`config.mk`:
```
export PLATFORM = sky130hd
export DESIGN_NAME = steer_guard_latch
export DESIGN_NICKNAME = d
export VERILOG_FILES = /design/src/rtl/steer_pkg.sv /design/src/rtl/steer_tick.sv /design/src/rtl/steer_keyenc.sv /design/src/rtl/steer_fsm.sv /design/src/rtl/steer_guard_latch.sv
export SDC_FILE = /design/constraint.sdc
export NUM_CORES = 1
export LEC_CHECK = 0
export ABC_AREA = 1
export BUFFER_PORTS_ARGS = -buffer_cell sky130_fd_sc_hd__clkbuf_2
export CAP_MARGIN = 10
export CORE_MARGIN = 2
export CORE_UTILIZATION = 59
export CTS_CLUSTER_SIZE = 12
export DETAILED_ROUTE_END_ITERATION = 8
export PLACE_DENSITY = 0.78
export SKIP_LAST_GASP = 1
export SLEW_MARGIN = 10
export SYNTH_ARGS = -nofsm -noshare
export SYNTH_HDL_FRONTEND = slang
export SYNTH_SLANG_ARGS = --single-unit
```
`constraint.sdc`:
```
create_clock -name clk -period 1.1 [get_ports clk]
set_input_delay 0 -clock clk [delete_from_list [all_inputs] [get_ports clk]]
set_output_delay 0 -clock clk [all_outputs]
set_load 0.02 [all_outputs]
```
`src/rtl/steer_pkg.sv`:
```
package steer_pkg;
  typedef enum logic [2:0] {
    ST_IDLE  = 3'd0,
    ST_QPRES = 3'd1,
    ST_LOAD  = 3'd2,
    ST_HOLD  = 3'd3,
    ST_QABS  = 3'd4
  } steer_st_e;
endpackage

```
`src/rtl/steer_tick.sv`:
```
// Millisecond prescaler. It restarts from zero whenever run is low,
// so that each guard window starts on a known phase.
module steer_tick #(
  parameter int DIV = 125000
) (
  input  logic clk,
  input  logic rst_n,
  input  logic run,
  output logic tick
);
  localparam int W = (DIV > 1) ? $clog2(DIV) : 1;
  localparam logic [W-1:0] LAST = W'(DIV - 1);

  logic [W-1:0] cnt_q, cnt_d;

  always_comb begin
    if (!run)              cnt_d = '0;
    else if (cnt_q == LAST) cnt_d = '0;
    else                    cnt_d = cnt_q + W'(1);
  end

  always_ff @(posedge clk or negedge rst_n) begin
    if (!rst_n) cnt_q <= '0;
    else        cnt_q <= cnt_d;
  end

  assign tick = run && (cnt_q == LAST);
endmodule

```
`src/rtl/steer_keyenc.sv`:
```
// Row/column index pair to keypad code.
module steer_keyenc (
  input  logic [1:0] row,
  input  logic [1:0] col,
  output logic [3:0] code
);
  always_comb begin
    if (col == 2'd3) begin
      // Letter column: 13 + row, and row 3 wraps to 0000
      code = 4'd13 + {2'b00, row};
    end else if (row == 2'd3) begin
      case (col)
        2'd0:    code = 4'd11;
        2'd1:    code = 4'd10;
        default: code = 4'd12;
      endcase
    end else begin
      code = ({2'b00, row} * 4'd3) + {2'b00, col} + 4'd1;
    end
  end
endmodule

```
`src/rtl/steer_fsm.sv`:
```
// Presence/absence qualification state machine with one shared ms counter.
module steer_fsm
  import steer_pkg::*;
#(
  parameter int GW = 8
) (
  input  logic          clk,
  input  logic          rst_n,
  input  logic          det,
  input  logic          tick,
  input  logic [GW-1:0] pres_ms,
  input  logic [GW-1:0] abs_ms,
  output steer_st_e     state,
  output logic          load
);
  steer_st_e     st_q, st_d;
  logic [GW-1:0] ms_q, ms_d;

  always_comb begin
    st_d = st_q;
    ms_d = ms_q;
    unique case (st_q)
      ST_IDLE: begin
        ms_d = '0;
        if (det) st_d = (pres_ms == '0) ? ST_LOAD : ST_QPRES;
      end
      ST_QPRES: begin
        if (!det) begin
          st_d = ST_IDLE;
          ms_d = '0;
        end else if (tick) begin
          if (ms_q == pres_ms - GW'(1)) begin
            st_d = ST_LOAD;
            ms_d = '0;
          end else begin
            ms_d = ms_q + GW'(1);
          end
        end
      end
      ST_LOAD: begin
        st_d = ST_HOLD;
        ms_d = '0;
      end
      ST_HOLD: begin
        ms_d = '0;
        if (!det) st_d = (abs_ms == '0) ? ST_IDLE : ST_QABS;
      end
      ST_QABS: begin
        // A returning flag outranks a completing absent timer
        if (det) begin
          st_d = ST_HOLD;
          ms_d = '0;
        end else if (tick) begin
          if (ms_q == abs_ms - GW'(1)) begin
            st_d = ST_IDLE;
            ms_d = '0;
          end else begin
            ms_d = ms_q + GW'(1);
          end
        end
      end
      default: begin
        st_d = ST_IDLE;
        ms_d = '0;
      end
    endcase
  end

  always_ff @(posedge clk or negedge rst_n) begin
    if (!rst_n) begin
      st_q <= ST_IDLE;
      ms_q <= '0;
    end else begin
      st_q <= st_d;
      ms_q <= ms_d;
    end
  end

  assign state = st_q;
  assign load  = (st_d == ST_LOAD) && (st_q != ST_LOAD);
endmodule

```
`src/rtl/steer_guard_latch.sv`:
```
module steer_guard_latch
  import steer_pkg::*;
#(
  parameter int TICK_DIV = 125000,
  parameter int GW       = 8
) (
  input  logic          clk,
  input  logic          rst_n,
  input  logic          det_i,
  input  logic [1:0]    row_i,
  input  logic [1:0]    col_i,
  input  logic          oe_i,
  input  logic [GW-1:0] pres_ms_i,
  input  logic [GW-1:0] abs_ms_i,
  output logic [3:0]    q_o,
  output logic          q_en_o,
  output logic          dstrb_o,
  output logic          gt_o
);
  // Reset: asserted asynchronously, released on a clock edge
  logic rst_meta_q, rst_sync_q;
  always_ff @(posedge clk or negedge rst_n) begin
    if (!rst_n) begin
      rst_meta_q <= 1'b0;
      rst_sync_q <= 1'b0;
    end else begin
      rst_meta_q <= 1'b1;
      rst_sync_q <= rst_meta_q;
    end
  end

  steer_st_e state;
  logic      load, tick, run;
  logic [3:0] enc_code;
  logic [3:0] code_q, code_d;

  assign run = (state == ST_QPRES) || (state == ST_QABS);

  steer_tick #(.DIV(TICK_DIV)) u_tick (
    .clk  (clk),
    .rst_n(rst_sync_q),
    .run  (run),
    .tick (tick)
  );

  steer_fsm #(.GW(GW)) u_fsm (
    .clk    (clk),
    .rst_n  (rst_sync_q),
    .det    (det_i),
    .tick   (tick),
    .pres_ms(pres_ms_i),
    .abs_ms (abs_ms_i),
    .state  (state),
    .load   (load)
  );

  steer_keyenc u_enc (
    .row (row_i),
    .col (col_i),
    .code(enc_code)
  );

  // Code latch with explicit enable
  always_comb begin
    code_d = code_q;
    if (load) code_d = enc_code;
  end

  always_ff @(posedge clk or negedge rst_sync_q) begin
    if (!rst_sync_q) code_q <= 4'd0;
    else             code_q <= code_d;
  end

  assign dstrb_o = (state == ST_HOLD) || (state == ST_QABS);
  assign gt_o    = run;
  assign q_en_o  = oe_i;
  assign q_o     = oe_i ? code_q : 4'd0;
endmodule

```
==> results of run 1 <==
-- logic make-up after synthesis --
logic type	Yosys count	synth area share, %
AND/OR/NAND/NOR	221	38.4
buffers and inverters	65	9.59
AO/OA/AOI/OAI	36	7.91
flip-flops	34	32.6
XOR/XNOR	14	4.99
adder cells (fa/ha/maj)	12	6.33
other	1	0.144
-- Yosys cell counts, drive strengths merged (2+ instances only) --
library cell,n,area share [%]
nand3,32,6.5
nor3b,3,0.86
xor2,11,4.0
a21oi,16,3.5
o21ai,15,3.0
nor4,2,0.48
nor3,7,2.2
dfrtp,34,33
nand2,110,17
xnor2,3,1.0
inv,61,8.8
nor2,56,9.0
nand4,10,2.4
fa,2,1.5
ha,10,4.8
buf,2,0.48
-- metrics by stage --
stage,area [um2],std cells
2_1_floorplan,2660,383
3_3_place_gp,3430,539
3_5_place_dp,3430,539
4_1_cts,3860,569
-- routing by layer --
metal  global-route usage (%)  GRT overflow
met2                      118           196
met1                     83.1             1
met4                      100            68
met5                     12.1             0
met3                     61.5             0
-- repair_timing --
item                                    in CTS
hold buffers                                 1
buffers inserted                            22
endpoints found under the hold margin        2
pin swaps                                   26
cloned                                       1
endpoints found under the setup margin      33
resized for setup                           57
==> summary.txt, run 1 <==
Synth
  – Yosys cell types: 38
  – Synthesis warning total: 0
  – Mean instance size in the synthesized netlist: 6.81 um2
  – Main synth FF type: sky130_fd_sc_hd__dfrtp_1
  – Flop and latch count out of synthesis: 34
  – Number of enable flip-flop cells after synthesis: 0
  – Fraction of registers with async set/reset: 100%
  – Total nets after synthesis: 419
  – Mapped Cells: between 300 and 400
  – Post-synthesis instance area: 0.00261 mm2
  – Fraction of the yosys area taken by sequential cells: 32.6%

Clock network
  – Clock sink count: 34
  – Clock root buffer: sky130_fd_sc_hd__clkbuf_8
  – Max Root-Sink Buffers: 2
  – Total number of H-tree levels: 2
  – Number of clock buffers inserted by TritonCTS: 5

Global routing
  – Global Route Usage Sum: between 80% and 90%
  – Overflow left after global routing: 265
  – Pin count of the biggest net entering global routing: 22

Place
  – I/O Buffers: 30
  – Worst slack, placed: -0.658 ns
  – Final weighted congestion in routability-driven placement: 0.921
  – Post-DP HPWL: between 5 and 6 mm

STA
  – Pin type at the end of the worst path: sequential cell input
  – Crit. endpoint post-GRT repair: u_fsm.ms_q[5]$_DFFE_PN0P_/D

Status
  – Error that stopped the run: [ERROR GRT-0232] Routing congestion too high. Check the congestion heatmap in the GUI.
  – Outcome: did not finish
  – Stage at which the flow ended: 5_1_grt

Die
  – Effective utilization at floorplan: ~61%
  – Width of the chip: 70.5 um
  – Number of rows created at floorplan: 24
  – Die Y-Extent: 70.5 um
  – Top Ports: 31
==> run 2: changes to the inputs <==
--- a/config.mk
+++ b/config.mk
@@ -9,10 +9,9 @@
 export BUFFER_PORTS_ARGS = -buffer_cell sky130_fd_sc_hd__clkbuf_2
 export CAP_MARGIN = 10
 export CORE_MARGIN = 2
-export CORE_UTILIZATION = 59
-export CTS_CLUSTER_SIZE = 12
+export CORE_UTILIZATION = 40
 export DETAILED_ROUTE_END_ITERATION = 8
-export PLACE_DENSITY = 0.78
+export PLACE_DENSITY_LB_ADDON = 0.15
 export SKIP_LAST_GASP = 1
 export SLEW_MARGIN = 10
 export SYNTH_ARGS = -nofsm -noshare
==> run 2 against run 1 <==
  * The flow now finishes, with violations (setup timing)
  * Synthesized cell count unchanged
  * Area after synthesis unchanged
==> summary.txt, run 2 <==
Status
  – Outcome: finished with violations (was did not finish)
  – Violations in the final reports: setup timing

Setup path
  – Most prevalent standard cell on the critical path: sky130_fd_sc_hd__nor2_2
  – Max FO, Critical Path: 3
  – Slowest cell delay on critical path: approximately 0.4 ns
  – Worst setup path start: u_tick.cnt_q[1]
  – Required time at the worst-slack endpoint: 1.28 ns
  – Type of origin of the critical path: register
  – Data arrival time of the critical path: about 2 ns
  – Kind of cell with the highest combined delay on the critical path: simple AND/OR/NAND/NOR gates
  – Crit-path cells: ha_4 > nand4_1 > nor2_2 > nand2_1 > nor2_2 > nand2_1 > nor2_2 > nand3_2 > nor3b_2 > nor3_2
  – Type of destination of the critical path: register
  – Critical path type: reg -> reg
  – Standard cell with the maximum stage delay on the critical path: sky130_fd_sc_hd__dfrtp_1
  – Reg2reg start: u_tick.cnt_q[1]
  – Crit path buf inv count: 0

Synth
  – Total nets after synthesis: 419 (unchanged)
  – Fraction of registers with async set/reset: 100% (unchanged)
  – Main synth FF type: sky130_fd_sc_hd__dfrtp_1 (unchanged)
  – Number of enable flip-flop cells after synthesis: 0 (unchanged)
  – Synth cell count leaders: sky130_fd_sc_hd__nand2_1 (104), sky130_fd_sc_hd__inv_1 (53), sky130_fd_sc_hd__nor2_1 (48) (unchanged)
  – Yosys cell types: 38 (unchanged)
  – Flop and latch count out of synthesis: 34 (unchanged)
  – Ranking of synthesized cells by area: sky130_fd_sc_hd__dfrtp_1 (33%), sky130_fd_sc_hd__nand2_1 (15%), sky130_fd_sc_hd__inv_1 (7.6%) (unchanged)
  – Most common cell in the netlist: sky130_fd_sc_hd__nand2_1 (unchanged)
  – Leading area contributor after synthesis: sky130_fd_sc_hd__dfrtp_1 (unchanged)
  – Mapped Cells: 383 (unchanged)
  – Mean instance size in the synthesized netlist: 6.81 um2 (unchanged)
  – Post-synth top area share: 32.6% (unchanged)
  – Synthesis warning total: 0 (unchanged)
  – Fraction of the yosys area taken by sequential cells: 32.6% (unchanged)
  – Post-synthesis instance area: 0.00261 mm2 (unchanged)

Die
  – Core outline area: 0.00631 mm2
  – Top Ports: 31 (unchanged)
  – Die Y-Extent: 84.8 um (was 70.5 um)
  – Area of the die: roughly 0.0072 mm2
  – Effective utilization at floorplan: 41.3% (was 60.8%)
  – Width of the chip: 84.8 um (was 70.5 um)
  – Number of rows created at floorplan: 29 (was 24)

STA
  – Achievable Freq: 546 MHz
  – Final period util: 167%
  – Crit path setup slack, layout: -0.732 ns
  – Post-route clock skew: 0.00537 ns
  – Setup repair after global routing missed its margin: true
  – Setup violators final: 34
  – Final hold violations: 0
  – Max-slew violation count: 0
  – Worst hold slack after final layout: between 0.04 and 0.05 ns
  – Min cycle time layout: around 1.8 ns

Place
  – Post-DP HPWL: 5.32 mm (was 5.45 mm)
  – Final weighted congestion in routability-driven placement: 0.851 (was 0.921)
  – Cells after DPL: 577 (was 539)
  – I/O Buffers: 30 (unchanged)
  – Placed standard-cell area: 0.00357 mm2 (was 0.00343 mm2)

Power and ir drop
  – Cell Int Power: 3.70 mW
  – Portion of total power attributed to sequential cells: 26.3%
  – Worst IR drop on VDD: ~0.0014 V
  – Leakage power figure: 2.18 nW
  – Share of total power in the clock network: 15.6%
  – Overall power: between 6 and 7 mW
  – Power Dens Cells: roughly 1500 mW/mm2
  – Combinational Power Share: 58.2%
  – Switching Power: 2.51 mW
  – Switching share of power: around two fifths

Final layout
  – Fillcell total: 556
  – Inserted Diodes: 0
  – Synth-to-layout area growth: 55.8%
  – Regs by FF count: u_tick.cnt_q: 17 flops, u_fsm.ms_q: 8 flops, code_q: 4 flops
  – Commonest non-fill, non-tap cell in the layout: sky130_fd_sc_hd__nand2_1
  – Post-layout util: about 64%
  – Flip-flop count of the largest register, all copies and words added: 17
  – Top library cells by usage in the layout, fill and taps aside: sky130_fd_sc_hd__nand2_1 (92), sky130_fd_sc_hd__buf_4 (88), sky130_fd_sc_hd__inv_1 (48)
  – Final standard cell area without fillers: approximately 0.004 mm2
  – Share of cells above drive strength 1: between 40% and 50%
  – Largest reg by FF count: u_tick.cnt_q
  – Layout Nets: 556
  – Non-filler instance count after layout: 598

Detailed routing
  – Routed WL: 7.15 mm
  – Pre-antenna DRT Iters: 4
  – Via-to-Cell Ratio: 4.81
  – DR DRC count: 0
  – Residual antenna-violating net count after detailed routing: 0
  – Iter 0 DRT Violations: 166
  – Total via count in the routed design: around 2900
  – Post-DR wirelength/cell: around 12 um

Worst hold path
  – Tightest Hold Check Type: in -> async

Clock network
  – TritonCTS clock tree: done
  – Clock latency on the worst-skew pair: 0.28 ns
  – Max Root-Sink Buffers: 2 (unchanged)
  – Clock sink count: 34 (unchanged)
  – Clock-pin slew on the worst setup and hold paths: 0.07 ns
  – Clock root buffer: sky130_fd_sc_hd__clkbuf_8 (unchanged)
  – Number of clock buffers inserted by TritonCTS: 5 (unchanged)
  – Total number of H-tree levels: 2 (unchanged)

Run
  – Number of max-cap violations: 0

Global routing
  – Via count of the first global-routing pass: 2891
  – Pin count of the biggest net entering global routing: 33
  – Initial antenna violation count: 0
  – Overflow left after global routing: 0
  – First-pass GRT wire length: 12.5 mm
  – Global Route Usage Sum: 21.1%
## run 2: cell families after synthesis
kind of cell               synth area share [%]
other                                     0.144
xor gates and xnor gates                   4.99
AOI/OAI and AO/OA                          7.91
DFF                                        32.6
buffers and inverters                      9.59
and+or+nand+nor                            38.4
adders and majority gates                  6.33
## run 2: routing by layer
metal	GRT usage, %	vias to the layer above	share of wire, %
met5	0	-	0
met4	7.22	0	1.3
met3	3.05	10	2.8
met2	34.9	47	49
met1	28.3	1332	47
li1	-	1489	-
## run 2: metrics by stage
step	TNS [ns]	setup WS [ns]
after global routing	-20.18	-0.852
after global placement	-15.19	-0.617
final	-16.43	-0.732
after detailed placement	-16.45	-0.687
after CTS	-16.13	-0.610
after floorplan	-10.20	-0.522
## run 2: path summary, 6_finish.rpt
check,end,slack (ns),cells after the start
max,u_tick.cnt_q[16],-0.73,10
min,rst_meta_q,0.05,2
max reg2reg,u_tick.cnt_q[16],-0.73,10
min reg2reg,u_tick.cnt_q[7],0.22,1
max in group asynchronous,u_tick.cnt_q[14],0.70,1
min in group clk,u_fsm.state[2],0.21,5
## run 2: power groups by stage
stage	Clock [mW]	Sequential (mW)	Combinational, mW
3_5_place_dp	0	1.62	2.56
4_1_cts	1.00	1.60	3.27
5_1_grt	1.06	1.65	3.91
6_report	0.969	1.63	3.62
2_1_floorplan	0	1.61	1.45
3_3_place_gp	0	1.61	2.48
## run 2: area by class of cell
type	instances	area, um2	share of cell area (%)
flip-flops and latches	34	851	20.9
inverters	62	240	5.91
clock inverters	1	5.00	0.123
multi-input cells	284	1780	43.8
repair buffers	133	1010	24.8
well taps	77	96.3	2.37
clock buffers	7	86.3	2.12
## run 2: worst register-to-register path: cells and delay by family (launching register included)
| kind | cells | cell delay (ns) |
|---|---|---|
| and+or+nand+nor | 9 | 1.15 |
| DFF | 1 | 0.40 |
| adders and majority gates | 1 | 0.18 |
## run 2: what timing repair did
action                                  in CTS  in global routing
hold endpoints to repair                     2                  0
hold buffers                                 1                  0
buffers inserted                            46                  6
gates cloned                                 1                  0
resized for setup                           50                 42
endpoints found under the setup margin      34                 34
pin swaps                                   16                 28
No activity file was read; power rests on OpenSTA's default activity.
